## src/rtl/flash_seq_pkg.sv

```systemverilog
package flash_seq_pkg;

  localparam int FL_ADDR_W   = 19;
  localparam int FL_DATA_W   = 8;
  localparam int BUS_W       = 32;

  localparam int CMD_DIR_BIT  = 24;
  localparam int CMD_GO_BIT   = 25;
  localparam int CMD_OK_BIT   = 26;
  localparam int CMD_FIN_BIT  = 27;

  typedef enum logic [1:0] {
    CYC_IDLE,
    CYC_SETUP,
    CYC_STROBE,
    CYC_RELEASE
  } cyc_state_e;

  typedef enum logic [2:0] {
    BOOT_RD0,
    BOOT_WAIT0,
    BOOT_RD1,
    BOOT_WAIT1,
    BOOT_FIN
  } boot_state_e;

endpackage

```

## src/rtl/flash_cycle_engine.sv

```systemverilog
module flash_cycle_engine
  import flash_seq_pkg::*;
#(
  parameter int SETUP_CYC  = 2,
  parameter int STROBE_CYC = 4
) (
  input  logic                 clk,
  input  logic                 rst_n,
  input  logic                 req,
  input  logic                 req_read,
  input  logic [FL_ADDR_W-1:0] req_addr,
  input  logic [FL_DATA_W-1:0] req_wdata,
  output logic                 done,
  output logic [FL_DATA_W-1:0] rd_byte,
  output logic [FL_ADDR_W-1:0] fl_addr,
  output logic [FL_DATA_W-1:0] fl_dq_out,
  output logic                 fl_dq_oe,
  input  logic [FL_DATA_W-1:0] fl_dq_in,
  output logic                 fl_ce_n,
  output logic                 fl_oe_n,
  output logic                 fl_we_n
);

  localparam int MAX_PH = (SETUP_CYC > STROBE_CYC) ? SETUP_CYC : STROBE_CYC;
  localparam int CNT_W  = $clog2(MAX_PH + 1);
  localparam logic [CNT_W-1:0] SETUP_LAST  = CNT_W'(SETUP_CYC - 1);
  localparam logic [CNT_W-1:0] STROBE_LAST = CNT_W'(STROBE_CYC - 1);
  localparam int RUN_W = $clog2(STROBE_CYC + 2);

  cyc_state_e           state_q, state_d;
  logic [CNT_W-1:0]     cnt_q, cnt_d;
  logic [FL_ADDR_W-1:0] addr_q, addr_d;
  logic [FL_DATA_W-1:0] wdata_q, wdata_d;
  logic [FL_DATA_W-1:0] rbyte_q, rbyte_d;
  logic                 read_q, read_d;
  logic                 strobe_on;

  always_comb begin
    state_d = state_q;
    cnt_d   = cnt_q;
    addr_d  = addr_q;
    wdata_d = wdata_q;
    read_d  = read_q;
    rbyte_d = rbyte_q;
    case (state_q)
      CYC_IDLE: begin
        if (req) begin
          state_d = CYC_SETUP;
          cnt_d   = '0;
          addr_d  = req_addr;
          wdata_d = req_wdata;
          read_d  = req_read;
        end
      end
      CYC_SETUP: begin
        if (cnt_q == SETUP_LAST) begin
          state_d = CYC_STROBE;
          cnt_d   = '0;
        end else begin
          cnt_d = cnt_q + 1'b1;
        end
      end
      CYC_STROBE: begin
        if (cnt_q == STROBE_LAST) begin
          state_d = CYC_RELEASE;
          cnt_d   = '0;
          if (read_q) rbyte_d = fl_dq_in;
        end else begin
          cnt_d = cnt_q + 1'b1;
        end
      end
      default: state_d = CYC_IDLE;
    endcase
  end

  always_ff @(posedge clk or negedge rst_n) begin
    if (!rst_n) begin
      state_q <= CYC_IDLE;
      cnt_q   <= '0;
      addr_q  <= '0;
      wdata_q <= '0;
      read_q  <= 1'b0;
      rbyte_q <= '0;
    end else begin
      state_q <= state_d;
      cnt_q   <= cnt_d;
      addr_q  <= addr_d;
      wdata_q <= wdata_d;
      read_q  <= read_d;
      rbyte_q <= rbyte_d;
    end
  end

  assign strobe_on = (state_q == CYC_STROBE);
  assign fl_addr   = addr_q;
  assign fl_dq_out = wdata_q;
  assign fl_dq_oe  = !read_q && (state_q != CYC_IDLE);
  assign fl_ce_n   = !strobe_on;
  assign fl_oe_n   = !(strobe_on && read_q);
  assign fl_we_n   = !(strobe_on && !read_q);
  assign done      = (state_q == CYC_RELEASE);
  assign rd_byte   = rbyte_q;

  // checker-only: length of the current chip-enable run
  logic [RUN_W-1:0] strobe_run;
  always_ff @(posedge clk or negedge rst_n) begin
    if (!rst_n)        strobe_run <= '0;
    else if (!fl_ce_n) strobe_run <= strobe_run + 1'b1;
    else               strobe_run <= '0;
  end

  AST_STROBE_EXCLUSIVE: assert property (@(posedge clk) disable iff (!rst_n) !(!fl_oe_n && !fl_we_n));
  AST_NO_DRIVE_ON_READ: assert property (@(posedge clk) disable iff (!rst_n) !fl_oe_n |-> !fl_dq_oe);
  AST_WRITE_DRIVES:     assert property (@(posedge clk) disable iff (!rst_n) !fl_we_n |-> fl_dq_oe);
  AST_STROBE_WIDTH:     assert property (@(posedge clk) disable iff (!rst_n) $rose(fl_ce_n) |-> (strobe_run == RUN_W'(STROBE_CYC)));
  AST_ADDR_HELD:        assert property (@(posedge clk) disable iff (!rst_n) !fl_ce_n |-> $stable(fl_addr));
  AST_RELEASE_AFTER:    assert property (@(posedge clk) disable iff (!rst_n) done |-> $past(!fl_ce_n));

endmodule

```

## src/rtl/flash_ctrl_regs.sv

```systemverilog
module flash_ctrl_regs
  import flash_seq_pkg::*;
#(
  parameter logic [15:0] SIGNATURE = 16'hA55A
) (
  input  logic                 clk,
  input  logic                 rst_n,
  input  logic                 bus_wr,
  input  logic                 bus_sel,
  input  logic [BUS_W-1:0]     bus_wdata,
  output logic [BUS_W-1:0]     bus_rdata,
  input  logic                 eng_done,
  input  logic [FL_DATA_W-1:0] eng_rd_byte,
  output logic                 req,
  output logic                 req_read,
  output logic [FL_ADDR_W-1:0] req_addr,
  output logic [FL_DATA_W-1:0] req_wdata
);

  localparam logic [FL_DATA_W-1:0] SIG_LO = SIGNATURE[7:0];
  localparam logic [FL_DATA_W-1:0] SIG_HI = SIGNATURE[15:8];
  localparam int GAP_LO = FL_ADDR_W;
  localparam int GAP_HI = CMD_DIR_BIT - 1;

  boot_state_e          boot_q, boot_d;
  logic                 fin_q, fin_d;
  logic                 ok_q, ok_d;
  logic                 lo_match_q, lo_match_d;
  logic [FL_ADDR_W-1:0] addr_q, addr_d;
  logic                 dir_q, dir_d;
  logic                 go_bit_q, go_bit_d;
  logic                 kick_q, kick_d;
  logic [FL_DATA_W-1:0] data_q, data_d;
  logic                 boot_issue, host_free, cmd_wr, data_wr, host_end;

  // boot signature check
  always_comb begin
    boot_d     = boot_q;
    fin_d      = fin_q;
    ok_d       = ok_q;
    lo_match_d = lo_match_q;
    case (boot_q)
      BOOT_RD0:   boot_d = BOOT_WAIT0;
      BOOT_WAIT0: begin
        if (eng_done) begin
          lo_match_d = (eng_rd_byte == SIG_LO);
          boot_d     = BOOT_RD1;
        end
      end
      BOOT_RD1:   boot_d = BOOT_WAIT1;
      BOOT_WAIT1: begin
        if (eng_done) begin
          ok_d   = lo_match_q && (eng_rd_byte == SIG_HI);
          fin_d  = 1'b1;
          boot_d = BOOT_FIN;
        end
      end
      default:    boot_d = BOOT_FIN;
    endcase
  end

  assign boot_issue = (boot_q == BOOT_RD0) || (boot_q == BOOT_RD1);

  // host command path
  assign host_free = fin_q && !go_bit_q;
  assign cmd_wr    = bus_wr && !bus_sel && host_free;
  assign data_wr   = bus_wr &&  bus_sel && host_free;
  assign host_end  = eng_done && go_bit_q;

  always_comb begin
    addr_d   = addr_q;
    dir_d    = dir_q;
    go_bit_d = go_bit_q;
    data_d   = data_q;
    kick_d   = 1'b0;
    if (cmd_wr) begin
      addr_d   = bus_wdata[FL_ADDR_W-1:0];
      dir_d    = bus_wdata[CMD_DIR_BIT];
      go_bit_d = bus_wdata[CMD_GO_BIT];
      kick_d   = bus_wdata[CMD_GO_BIT];
    end else if (host_end) begin
      go_bit_d = 1'b0;
    end
    if (data_wr) begin
      data_d = bus_wdata[FL_DATA_W-1:0];
    end else if (host_end && dir_q) begin
      data_d = eng_rd_byte;
    end
  end

  always_ff @(posedge clk or negedge rst_n) begin
    if (!rst_n) begin
      boot_q     <= BOOT_RD0;
      fin_q      <= 1'b0;
      ok_q       <= 1'b0;
      lo_match_q <= 1'b0;
      addr_q     <= '0;
      dir_q      <= 1'b0;
      go_bit_q   <= 1'b0;
      kick_q     <= 1'b0;
      data_q     <= '0;
    end else begin
      boot_q     <= boot_d;
      fin_q      <= fin_d;
      ok_q       <= ok_d;
      lo_match_q <= lo_match_d;
      addr_q     <= addr_d;
      dir_q      <= dir_d;
      go_bit_q   <= go_bit_d;
      kick_q     <= kick_d;
      data_q     <= data_d;
    end
  end

  assign req       = boot_issue || kick_q;
  assign req_read  = boot_issue || dir_q;
  assign req_addr  = boot_issue ? FL_ADDR_W'(boot_q == BOOT_RD1) : addr_q;
  assign req_wdata = data_q;

  always_comb begin
    if (bus_sel) begin
      bus_rdata = {{(BUS_W-FL_DATA_W){1'b0}}, data_q};
    end else begin
      bus_rdata = {{(BUS_W-CMD_FIN_BIT-1){1'b0}}, fin_q, ok_q, go_bit_q, dir_q,
                   {(GAP_HI-GAP_LO+1){1'b0}}, addr_q};
    end
  end

  logic unused_wbits;
  assign unused_wbits = ^{bus_wdata[BUS_W-1:CMD_OK_BIT], bus_wdata[GAP_HI:GAP_LO]};

  AST_CMD_LOCKED:    assert property (@(posedge clk) disable iff (!rst_n) (go_bit_q && bus_wr && !bus_sel) |=> ($stable(addr_q) && $stable(dir_q)));
  AST_BOOT_LOCKED:   assert property (@(posedge clk) disable iff (!rst_n) (!fin_q && bus_wr && !bus_sel) |=> !go_bit_q);
  AST_START_CLEARS:  assert property (@(posedge clk) disable iff (!rst_n) (eng_done && go_bit_q) |=> !go_bit_q);
  AST_OK_NEEDS_FIN:  assert property (@(posedge clk) disable iff (!rst_n) ok_q |-> fin_q);
  AST_FIN_STICKY:    assert property (@(posedge clk) disable iff (!rst_n) fin_q |=> fin_q);

endmodule

```

## src/rtl/flash_seq_ctrl.sv

```systemverilog
module flash_seq_ctrl
  import flash_seq_pkg::*;
#(
  parameter int          SETUP_CYC  = 2,
  parameter int          STROBE_CYC = 4,
  parameter logic [15:0] SIGNATURE  = 16'hA55A
) (
  input  logic                 clk,
  input  logic                 rst_n,
  input  logic                 bus_wr,
  input  logic                 bus_sel,
  input  logic [BUS_W-1:0]     bus_wdata,
  output logic [BUS_W-1:0]     bus_rdata,
  output logic [FL_ADDR_W-1:0] fl_addr,
  output logic [FL_DATA_W-1:0] fl_dq_out,
  output logic                 fl_dq_oe,
  input  logic [FL_DATA_W-1:0] fl_dq_in,
  output logic                 fl_ce_n,
  output logic                 fl_oe_n,
  output logic                 fl_we_n
);

  // reset asserted asynchronously, released on the clock
  logic [1:0] rst_pipe_q;
  logic       rst_core_n;
  always_ff @(posedge clk or negedge rst_n) begin
    if (!rst_n) rst_pipe_q <= 2'b00;
    else        rst_pipe_q <= {rst_pipe_q[0], 1'b1};
  end
  assign rst_core_n = rst_pipe_q[1];

  logic                 req, req_read, eng_done;
  logic [FL_ADDR_W-1:0] req_addr;
  logic [FL_DATA_W-1:0] req_wdata, eng_rd_byte;

  flash_ctrl_regs #(
    .SIGNATURE (SIGNATURE)
  ) i_regs (
    .clk         (clk),
    .rst_n       (rst_core_n),
    .bus_wr      (bus_wr),
    .bus_sel     (bus_sel),
    .bus_wdata   (bus_wdata),
    .bus_rdata   (bus_rdata),
    .eng_done    (eng_done),
    .eng_rd_byte (eng_rd_byte),
    .req         (req),
    .req_read    (req_read),
    .req_addr    (req_addr),
    .req_wdata   (req_wdata)
  );

  flash_cycle_engine #(
    .SETUP_CYC  (SETUP_CYC),
    .STROBE_CYC (STROBE_CYC)
  ) i_engine (
    .clk       (clk),
    .rst_n     (rst_core_n),
    .req       (req),
    .req_read  (req_read),
    .req_addr  (req_addr),
    .req_wdata (req_wdata),
    .done      (eng_done),
    .rd_byte   (eng_rd_byte),
    .fl_addr   (fl_addr),
    .fl_dq_out (fl_dq_out),
    .fl_dq_oe  (fl_dq_oe),
    .fl_dq_in  (fl_dq_in),
    .fl_ce_n   (fl_ce_n),
    .fl_oe_n   (fl_oe_n),
    .fl_we_n   (fl_we_n)
  );

endmodule

```

## config.mk

```make
export PLATFORM = sky130hd
export DESIGN_NAME = flash_seq_ctrl
export DESIGN_NICKNAME = d
export VERILOG_FILES = /design/src/rtl/flash_seq_pkg.sv /design/src/rtl/flash_cycle_engine.sv /design/src/rtl/flash_ctrl_regs.sv /design/src/rtl/flash_seq_ctrl.sv
export SDC_FILE = /design/constraint.sdc
export NUM_CORES = 1
export LEC_CHECK = 0
export CAP_MARGIN = 15
export CELL_PAD_IN_SITES_DETAIL_PLACEMENT = 1
export CELL_PAD_IN_SITES_GLOBAL_PLACEMENT = 2
export CORE_MARGIN = 3
export CORE_UTILIZATION = 30
export DETAILED_ROUTE_END_ITERATION = 7
export PLACE_DENSITY_LB_ADDON = 0.05
export SLEW_MARGIN = 0
export SYNTH_ARGS = -nofsm -noshare
export SYNTH_HDL_FRONTEND = slang
export SYNTH_SLANG_ARGS = --single-unit
```

## constraint.sdc

```tcl
create_clock -name clk -period 2.7 [get_ports clk]
set_input_delay 0.405 -clock clk [delete_from_list [all_inputs] [get_ports clk]]
set_output_delay 0.405 -clock clk [all_outputs]
set_load 0.005 [all_outputs]
```

==> run_summary.xml, run 1 <==
<?xml version="1.0" encoding="UTF-8"?>
<metrics>
  <group name="global_route">
    <metric name="groute.usage.overall" unit="%">14.4</metric>
    <metric name="grt_pass1_wl" unit="µm">15700</metric>
    <metric name="globalRoute.totalOverflow" unit="">0</metric>
    <metric name="grt_pass1_vias" unit="">2892</metric>
    <metric name="grt_start_max_net_pins" unit="">41</metric>
    <metric name="antenna_violations_before_repair" unit="">0</metric>
  </group>
  <group name="synth">
    <metric name="synthCells" unit="">318</metric>
    <metric name="synth_top_area_share" unit="%">52.9</metric>
    <metric name="postSynth.asyncResetShare" unit="%">100</metric>
    <metric name="yosysWarningCount" unit="">0</metric>
    <metric name="synth_top_cell_by_area" unit="">sky130_fd_sc_hd__dfrtp_1</metric>
    <metric name="synth_edf_count" unit="">0</metric>
    <metric name="syn-mean-instance-area" unit="µm²">11.7</metric>
    <metric name="dominantRegCellSynth" unit="">sky130_fd_sc_hd__dfrtp_1</metric>
    <metric name="synth.area.top_cells" unit="">sky130_fd_sc_hd__dfrtp_1 53%, sky130_fd_sc_hd__mux2_1 9.7%, sky130_fd_sc_hd__inv_1 3.4%</metric>
    <metric name="synth_seq_cells" unit="">79</metric>
    <metric name="synth_cell_area" unit="mm²">0.00373</metric>
    <metric name="post_synth_num_cell_types" unit="">43</metric>
    <metric name="seq_area_frac_synth" unit="%">52.9</metric>
  </group>
  <group name="clock_network">
    <metric name="cts_made_buffers" unit="">9</metric>
    <metric name="cts.clk_slew.worst_paths" unit="ns">0.06</metric>
    <metric name="cts_hold_repair.buffers" unit="">0</metric>
    <metric name="cts_setup_buffers" unit="">0</metric>
    <metric name="cts_tree" unit="">built</metric>
    <metric name="cts_h_tree_depth" unit="">3</metric>
    <metric name="clk_root_buffer_cell" unit="">sky130_fd_sc_hd__clkbuf_16</metric>
    <metric name="cts_repair_resize_count" unit="">0</metric>
    <metric name="clockBufferDepth" unit="">2</metric>
    <metric name="cts.sink_count" unit="">79</metric>
    <metric name="source_to_sink_clock_delay_at_the_later_pin_of_the_worst_skew_pair" unit="ns">0.34</metric>
  </group>
  <group name="power_and_ir_drop">
    <metric name="leakagePower" unit="nW">2.13</metric>
    <metric name="power_density" unit="mW/mm²">1000</metric>
    <metric name="vdd_drop_max" unit="V">0.000357</metric>
  </group>
  <group name="placement">
    <metric name="dp.final_hpwl" unit="µm">6660</metric>
    <metric name="gp_congestion" unit="">0.713</metric>
    <metric name="placedInstanceArea" unit="mm²">0.00473</metric>
    <metric name="numPortBuffers" unit="">86</metric>
  </group>
  <group name="sta">
    <metric name="fin_skew" unit="ns">0.00936</metric>
    <metric name="setup_violations" unit="">0</metric>
    <metric name="max_freq" unit="MHz">424</metric>
    <metric name="worst_slew_margin_rel" unit="%">62.7</metric>
    <metric name="finalWorstPathRequiredPeriod" unit="ns">2.36</metric>
    <metric name="worst-slew-pin-transition" unit="ns">0.559</metric>
    <metric name="fin_tns_setup" unit="ns">0</metric>
    <metric name="final.hold.worst_slack" unit="ns">0.236</metric>
    <metric name="timing_hold_violations_final" unit="">0</metric>
    <metric name="grt_setup_unrepaired" unit="">no</metric>
    <metric name="timing.final.max_slew_violations" unit="">0</metric>
    <metric name="fin_crit_sh" unit="%">87.4</metric>
  </group>
  <group name="worst_setup_path">
    <metric name="cp.required" unit="ns">2.30</metric>
    <metric name="worst_ep_arrival_time" unit="ns">1.95</metric>
    <metric name="crit_path_max_fanout" unit="">25</metric>
    <metric name="cp-start-kind" unit="">primary input</metric>
    <metric name="timing_worst_setup_path_type" unit="">primary input to output port</metric>
    <metric name="critPathCaptureType" unit="">output port</metric>
  </group>
  <group name="min_path">
    <metric name="min_path_type" unit="">primary input to asynchronous set/reset pin</metric>
  </group>
  <group name="run">
    <metric name="max-cap-violations" unit="">0</metric>
  </group>
  <group name="die">
    <metric name="io_count" unit="">107</metric>
    <metric name="core_ar" unit="mm²">0.0121</metric>
    <metric name="number_of_core_rows" unit="">40</metric>
    <metric name="start_util" unit="%">30.8</metric>
    <metric name="die_area" unit="mm²">0.0138</metric>
    <metric name="dieWidth" unit="µm">118</metric>
    <metric name="floorplan.die.height" unit="µm">118</metric>
  </group>
  <group name="layout">
    <metric name="final_layout_size_suffix_gt1_share" unit="%">10.8</metric>
    <metric name="final_area" unit="mm²">0.00505</metric>
    <metric name="diodes" unit="">0</metric>
    <metric name="final_common_cell" unit="">sky130_fd_sc_hd__clkdlybuf4s50_1</metric>
    <metric name="post-route-util" unit="%">41.7</metric>
    <metric name="mostFrequentLayoutCells" unit="">86 x sky130_fd_sc_hd__clkdlybuf4s50_1, 78 x sky130_fd_sc_hd__dfrtp_1, 34 x sky130_fd_sc_hd__inv_1, 32 x sky130_fd_sc_hd__mux2_1, 20 x sky130_fd_sc_hd__o21ai_1</metric>
    <metric name="nNetsFinal" unit="">455</metric>
    <metric name="area_growth" unit="%">35.3</metric>
  </group>
  <group name="routing">
    <metric name="total_detailed_routing_wirelength" unit="µm">9690</metric>
    <metric name="route.antenna.remaining_nets" unit="">0</metric>
    <metric name="detailroute.via_count" unit="">2651</metric>
    <metric name="routed_wire_length_per_instance" unit="µm">16.8</metric>
    <metric name="remaining_drc_errors" unit="">0</metric>
    <metric name="drt_pass1_iterations" unit="">4</metric>
    <metric name="routed_via_density" unit="">4.60</metric>
    <metric name="drtIter0Drc" unit="">110</metric>
  </group>
  <group name="run_status">
    <metric name="result_of_the_run" unit="">finished clean</metric>
  </group>
</metrics>
==> worst paths after layout <==
path | startpoint | endpoint | slack [ns] | cells past startpoint
max in group asynchronous | rst_pipe_q[1] | i_engine.rd_byte[6] | 1.68 | 1
worst max register to register | i_engine.state_q[0] | i_engine.fl_dq_out[0] | 0.82 | 4
worst min register to register | rst_pipe_q[1] | i_engine.cnt_q[0] | 0.31 | 0
worst max-delay path | bus_sel | bus_rdata[7] | 0.34 | 4
worst min-delay path | rst_n | rst_pipe_q[0] | 0.24 | 1
min in group clk | rst_pipe_q[0] | rst_pipe_q[1] | 0.35 | 0
==> critical path: stages <==
cell                              delay, ns
sky130_fd_sc_hd__clkdlybuf4s50_1       0.51
sky130_fd_sc_hd__buf_12                0.20
sky130_fd_sc_hd__mux2_1                0.38
sky130_fd_sc_hd__clkdlybuf4s50_1       0.46
==> cell usage after synthesis, types with 2 or more instances <==
cell type and n:
sky130_fd_sc_hd__a21oi_1 14, sky130_fd_sc_hd__and2_1 2, sky130_fd_sc_hd__buf_2 5, sky130_fd_sc_hd__buf_4 12, sky130_fd_sc_hd__buf_6 3, sky130_fd_sc_hd__clkbuf_1 7, sky130_fd_sc_hd__conb_1 2, sky130_fd_sc_hd__dfrtp_1 79
sky130_fd_sc_hd__ha_1 8, sky130_fd_sc_hd__inv_1 34, sky130_fd_sc_hd__mux2_1 32, sky130_fd_sc_hd__mux2_2 5, sky130_fd_sc_hd__mux2_4 8, sky130_fd_sc_hd__mux2i_1 3, sky130_fd_sc_hd__nand2_1 6, sky130_fd_sc_hd__nand2b_1 4
sky130_fd_sc_hd__nand3_2 2, sky130_fd_sc_hd__nand4_1 19, sky130_fd_sc_hd__nand4b_1 3, sky130_fd_sc_hd__nor2_1 6, sky130_fd_sc_hd__nor2b_1 16, sky130_fd_sc_hd__o21ai_1 20, sky130_fd_sc_hd__o22ai_1 6, sky130_fd_sc_hd__o32ai_1 3
==> registers in the layout, indices dropped and copies added (netlist names) <==
register / count
i_engine.fl_addr: 19
i_regs.addr_q: 19
i_engine.fl_dq_out: 8
i_engine.rd_byte: 8
i_regs.req_wdata: 8
i_engine.cnt_q: 3
i_regs.boot_q: 3
i_engine.state_q: 2
rst_pipe_q: 2
i_engine.read_q: 1
i_regs.dir_q: 1
i_regs.fin_q: 1
i_regs.go_bit_q: 1
i_regs.kick_q: 1
i_regs.lo_match_q: 1
i_regs.ok_q: 1
==> cell type report <==
type                            count  area (µm²)
Timing Repair Buffer               93         926
Clock inverter                      5        81.3
Clock buffer                       11         243
Fill cell                        1337        7060
Sequential cell                    79        1980
Tap cell                          168         210
Inverter                           34         128
Multi-Input combinational cell    186        1480
==> stage by stage <==
stage          total power (W)  cells  setup WS, ns
2_1_floorplan          0.00284    326         0.337
3_3_place_gp           0.00375    560         0.345
3_5_place_dp           0.00379    560         0.337
4_1_cts                0.00515    576         0.332
5_1_grt                0.00540    576         0.314
6_report               0.00505    576         0.340
==> layer usage <==
layer	part of all wire, %	wire length (µm)	global-route usage [%]
met5	0	0	0
met4	1.6	152	4.47
met3	4.0	387	3.41
met2	48	4650	23.5
met1	46	4500	18.9
==> where the power goes <==
| part | leakage [nW] | switching [W] | total, W | internal, W |
|---|---|---|---|---|
| Sequential | 0.952 | 0.000346 | 0.00197 | 0.00162 |
| Clock | 0.156 | 0.000484 | 0.00132 | 0.000835 |
| Combinational | 1.02 | 0.000698 | 0.00176 | 0.00107 |
| Total | 2.13 | 0.00153 | 0.00505 | 0.00352 |
==> kinds of logic after synthesis <==
group,count (synthesis),share of synthesized area (%)
buffers and inverters,61,8.11
other,2,0.201
AOI/OAI and AO/OA,51,9.22
xor gates and xnor gates,1,0.235
adders and majority gates,8,2.68
and+or+nand+nor,68,11.4
DFF,79,52.9
muxes,48,15.2
Power figures use the tool's default switching activity.
==> run 2, diff against run 1 <==
--- a/config.mk
+++ b/config.mk
@@ -5,6 +5,7 @@
 export SDC_FILE = /design/constraint.sdc
 export NUM_CORES = 1
 export LEC_CHECK = 0
+export ABC_CLOCK_PERIOD_IN_PS = 2700
 export CAP_MARGIN = 15
 export CELL_PAD_IN_SITES_DETAIL_PLACEMENT = 1
 export CELL_PAD_IN_SITES_GLOBAL_PLACEMENT = 2
==> results of run 2 <==
Final layout, timing and power as in run 1 (identical DEF).
==> run 3, diff against run 2 <==
--- a/config.mk
+++ b/config.mk
@@ -5,12 +5,14 @@
 export SDC_FILE = /design/constraint.sdc
 export NUM_CORES = 1
 export LEC_CHECK = 0
+export ABC_AREA = 1
 export ABC_CLOCK_PERIOD_IN_PS = 2700
 export CAP_MARGIN = 15
 export CELL_PAD_IN_SITES_DETAIL_PLACEMENT = 1
 export CELL_PAD_IN_SITES_GLOBAL_PLACEMENT = 2
 export CORE_MARGIN = 3
-export CORE_UTILIZATION = 30
+export CORE_UTILIZATION = 28
+export CTS_BUF_LIST = sky130_fd_sc_hd__clkbuf_4 sky130_fd_sc_hd__clkbuf_8
 export DETAILED_ROUTE_END_ITERATION = 7
 export PLACE_DENSITY_LB_ADDON = 0.05
 export SLEW_MARGIN = 0
==> run 3 against run 2 <==
  * Via count is 14% higher
  * Routed wire length up 4.1%
  * Core utilization down 3.1 points
  * Non-clock buffer count shrank 2
  * Critical endpoint is now fl_dq_oe
==> run_summary.xml, run 3 <==
<?xml version="1.0" encoding="UTF-8"?>
<metrics>
  <group name="power_and_ir_drop">
    <metric name="power.net_switching" unit="W">0.00160</metric>
    <metric name="internal-power" unit="W">0.00335</metric>
    <metric name="vdd_drop_max" unit="V">0.000320</metric>
    <metric name="power_density" unit="mW/mm²">1000</metric>
    <metric name="finalPower" unit="W">0.00496</metric>
    <metric name="power.sequential.fraction" unit="%">39.3</metric>
    <metric name="p_sw_share" unit="%">32.4</metric>
    <metric name="leakagePower" unit="nW">2.41</metric>
    <metric name="clkPwrFrac" unit="%">24.6</metric>
    <metric name="comb_power_share" unit="%">36.1</metric>
  </group>
  <group name="clock_network">
    <metric name="cts_hold_repair.buffers" unit="">0</metric>
    <metric name="clockBufferDepth" unit="">2</metric>
    <metric name="cts_setup_buffers" unit="">0</metric>
    <metric name="cts.sink_count" unit="">79</metric>
    <metric name="cts.clk_slew.worst_paths" unit="ns">0.08</metric>
    <metric name="cts_tree" unit="">built</metric>
    <metric name="cts_made_buffers" unit="">9</metric>
    <metric name="cts_repair_resize_count" unit="">0</metric>
    <metric name="source_to_sink_clock_delay_at_the_later_pin_of_the_worst_skew_pair" unit="ns">0.36</metric>
    <metric name="cts_h_tree_depth" unit="">3</metric>
    <metric name="clk_root_buffer_cell" unit="">sky130_fd_sc_hd__clkbuf_8</metric>
  </group>
  <group name="placement">
    <metric name="gp_congestion" unit="">0.727</metric>
    <metric name="numPortBuffers" unit="">86</metric>
    <metric name="dp.final_hpwl" unit="µm">7190</metric>
    <metric name="placement.setup.worst_slack" unit="ns">0.636</metric>
  </group>
  <group name="synth">
    <metric name="synth_top_area_share" unit="%">52.8</metric>
    <metric name="synth_seq_cells" unit="">79</metric>
    <metric name="synth.area.top_cells" unit="">sky130_fd_sc_hd__dfrtp_1 53%, sky130_fd_sc_hd__nand2_1 10%, sky130_fd_sc_hd__inv_1 5.4%</metric>
    <metric name="synth_cell_area" unit="mm²">0.00374</metric>
    <metric name="yosys.cell_count.top_type" unit="">sky130_fd_sc_hd__nand2_1</metric>
    <metric name="synth_edf_count" unit="">0</metric>
    <metric name="post_synth_num_cell_types" unit="">25</metric>
    <metric name="synth_top_cell_by_area" unit="">sky130_fd_sc_hd__dfrtp_1</metric>
    <metric name="synthCells" unit="">436</metric>
    <metric name="yosysWarningCount" unit="">0</metric>
    <metric name="synth.cells.most_frequent" unit="">100 x sky130_fd_sc_hd__nand2_1, 79 x sky130_fd_sc_hd__dfrtp_1, 54 x sky130_fd_sc_hd__inv_1</metric>
    <metric name="postSynth.asyncResetShare" unit="%">100</metric>
    <metric name="syn-mean-instance-area" unit="µm²">8.59</metric>
    <metric name="seq_area_frac_synth" unit="%">52.8</metric>
    <metric name="dominantRegCellSynth" unit="">sky130_fd_sc_hd__dfrtp_1</metric>
  </group>
  <group name="routing">
    <metric name="detailroute.via_count" unit="">3029</metric>
    <metric name="total_detailed_routing_wirelength" unit="µm">10100</metric>
    <metric name="routed_via_density" unit="">4.36</metric>
    <metric name="routed_wire_length_per_instance" unit="µm">14.5</metric>
    <metric name="drt_pass1_iterations" unit="">4</metric>
    <metric name="drtIter0Drc" unit="">111</metric>
    <metric name="remaining_drc_errors" unit="">0</metric>
    <metric name="route.antenna.remaining_nets" unit="">0</metric>
  </group>
  <group name="worst_setup_path">
    <metric name="r2r_slack" unit="ns">0.95</metric>
    <metric name="critical-path-max-stage-delay" unit="ns">0.52</metric>
    <metric name="rr_endpoint" unit="">i_engine.rd_byte[0]</metric>
    <metric name="crit_path_max_fanout" unit="">4</metric>
    <metric name="critical-path-slowest-cell" unit="">sky130_fd_sc_hd__clkdlybuf4s50_1</metric>
    <metric name="cp-start-kind" unit="">flop</metric>
    <metric name="timing_worst_setup_path_type" unit="">flop to output port</metric>
    <metric name="timing.critical_path.cells" unit="">inv_1, ha_1, nor2_1, clkdlybuf4s50_1</metric>
    <metric name="cp.required" unit="ns">2.30</metric>
    <metric name="ff2ff_path_depth" unit="">4</metric>
    <metric name="critPathCaptureType" unit="">output port</metric>
    <metric name="worstReg2RegStart" unit="">i_engine.cnt_q[0]</metric>
    <metric name="worst_ep_arrival_time" unit="ns">1.76</metric>
  </group>
  <group name="sta">
    <metric name="postLayoutSetupSlackWorst" unit="ns">0.537</metric>
    <metric name="worst_slew_margin_rel" unit="%">31.8</metric>
    <metric name="timing_hold_violations_final" unit="">0</metric>
    <metric name="setup_violations" unit="">0</metric>
    <metric name="grt_setup_unrepaired" unit="">no</metric>
    <metric name="max_freq" unit="MHz">462</metric>
    <metric name="timing.final.max_slew_violations" unit="">0</metric>
    <metric name="worst-slew-pin-transition" unit="ns">1.02</metric>
    <metric name="fin_skew" unit="ns">0.00871</metric>
    <metric name="fin_tns_setup" unit="ns">0</metric>
    <metric name="final.hold.worst_slack" unit="ns">0.197</metric>
    <metric name="fin_crit_sh" unit="%">80.1</metric>
    <metric name="finalWorstPathRequiredPeriod" unit="ns">2.16</metric>
  </group>
  <group name="die">
    <metric name="start_util" unit="%">29.2</metric>
    <metric name="floorplan.die.height" unit="µm">122</metric>
    <metric name="core_ar" unit="mm²">0.0128</metric>
    <metric name="die_area" unit="mm²">0.0148</metric>
    <metric name="io_count" unit="">107</metric>
    <metric name="dieWidth" unit="µm">122</metric>
    <metric name="number_of_core_rows" unit="">41</metric>
  </group>
  <group name="layout">
    <metric name="final_layout_size_suffix_gt1_share" unit="%">7.65</metric>
    <metric name="post-route-util" unit="%">38.6</metric>
    <metric name="final_common_cell" unit="">sky130_fd_sc_hd__nand2_1</metric>
    <metric name="area_growth" unit="%">32.3</metric>
    <metric name="multiInputGateArea" unit="mm²">0.00136</metric>
    <metric name="area.sequential" unit="mm²">0.00198</metric>
    <metric name="fillCellCount" unit="">1544</metric>
    <metric name="diodes" unit="">0</metric>
    <metric name="nNetsFinal" unit="">570</metric>
    <metric name="mostFrequentLayoutCells" unit="">100 x sky130_fd_sc_hd__nand2_1, 85 x sky130_fd_sc_hd__clkdlybuf4s50_1, 78 x sky130_fd_sc_hd__dfrtp_1, 54 x sky130_fd_sc_hd__inv_1, 45 x sky130_fd_sc_hd__nor2_1</metric>
  </group>
  <group name="global_route">
    <metric name="grt_start_max_net_pins" unit="">78</metric>
    <metric name="antenna_violations_before_repair" unit="">0</metric>
    <metric name="globalRouteMet2Util" unit="%">23.2</metric>
    <metric name="grt_pass1_vias" unit="">3101</metric>
    <metric name="groute.usage.overall" unit="%">14.2</metric>
    <metric name="globalRoute.totalOverflow" unit="">0</metric>
    <metric name="most_crowded_layer_gr" unit="">met2</metric>
    <metric name="use_met3" unit="%">2.88</metric>
    <metric name="use_met1" unit="%">18.3</metric>
    <metric name="grt_pass1_wl" unit="µm">16200</metric>
  </group>
  <group name="run">
    <metric name="max-cap-violations" unit="">0</metric>
  </group>
  <group name="min_path">
    <metric name="min_path_type" unit="">primary input to asynchronous set/reset pin</metric>
  </group>
  <group name="run_status">
    <metric name="result_of_the_run" unit="">finished clean</metric>
  </group>
</metrics>
run 3: cell types whose count changed after synthesis, sizes merged, moves of 5 or more:
cell    change
a21oi      +12
buf         +8
clkbuf      -7
inv        +23
mux2       -43
nand2      +96
nand3      +20
nand4       -9
nor2       +41
nor2b      -16
o21ai      +27
o22ai       -5
run 3: metal layers:
metal	up-vias	part of all wire [%]	routed length (µm)
met4	0	1.7	170
met3	13	4.3	439
li1	1517	-	-
met2	58	48	4870
met1	1441	46	4610
met5	-	0	0
run 3: cell type report:
class / count / area share, %
Clock inverter: 5 / 2.58
Sequential cell: 79 / 40.0
Timing Repair Buffer: 91 / 18.3
Multi-Input combinational cell: 280 / 27.5
Clock buffer: 11 / 3.05
Tap cell: 172 / 4.34
Inverter: 57 / 4.32
run 3: cells by family (layout without fill, tap and decap cells):
kind of cell,after synthesis,count (layout),synth area share [%]
buffers and inverters,85,164,11.7
flip-flops,79,79,52.8
multiplexers,2,2,0.601
other,2,10,0.201
AO/OA/AOI/OAI,75,75,10.6
AND/OR/NAND/NOR,185,185,21.5
adder cells (fa/ha/maj),8,8,2.67
run 3: how the worst max path moves through the flow:
stage                              to           startpoint
floorplan           i_engine.cnt_q[0]        rst_pipe_q[1]
finish                       fl_dq_oe  i_engine.state_q[0]
global route                 fl_dq_oe  i_engine.state_q[1]
CTS                          fl_dq_oe  i_engine.state_q[0]
global placement        bus_rdata[12]              bus_sel
detailed placement       bus_rdata[1]              bus_sel
run 3: stage by stage:
stage	cell area, µm²	instances
finish	4960	695
detailed placement	4680	679
global placement	4680	679
floorplan	3770	444
CTS	4960	695
global route	4960	695
run 3: critical path, delay by kind of cell, from the launching register on:
kind | cells | cell delay [ns]
simple gates | 1 | 0.15
flops | 1 | 0.39
buf+inv | 2 | 0.61
fa+ha+maj | 1 | 0.25
run 3: power by group through the flow:
stage | logic [W] | clock network (W) | registers, W
after floorplan | 0.000928 | 0 | 0.00192
after global placement | 0.00180 | 0 | 0.00196
after detailed placement | 0.00184 | 0 | 0.00198
after CTS | 0.00185 | 0.00126 | 0.00196
after global routing | 0.00203 | 0.00131 | 0.00202
final | 0.00179 | 0.00122 | 0.00195
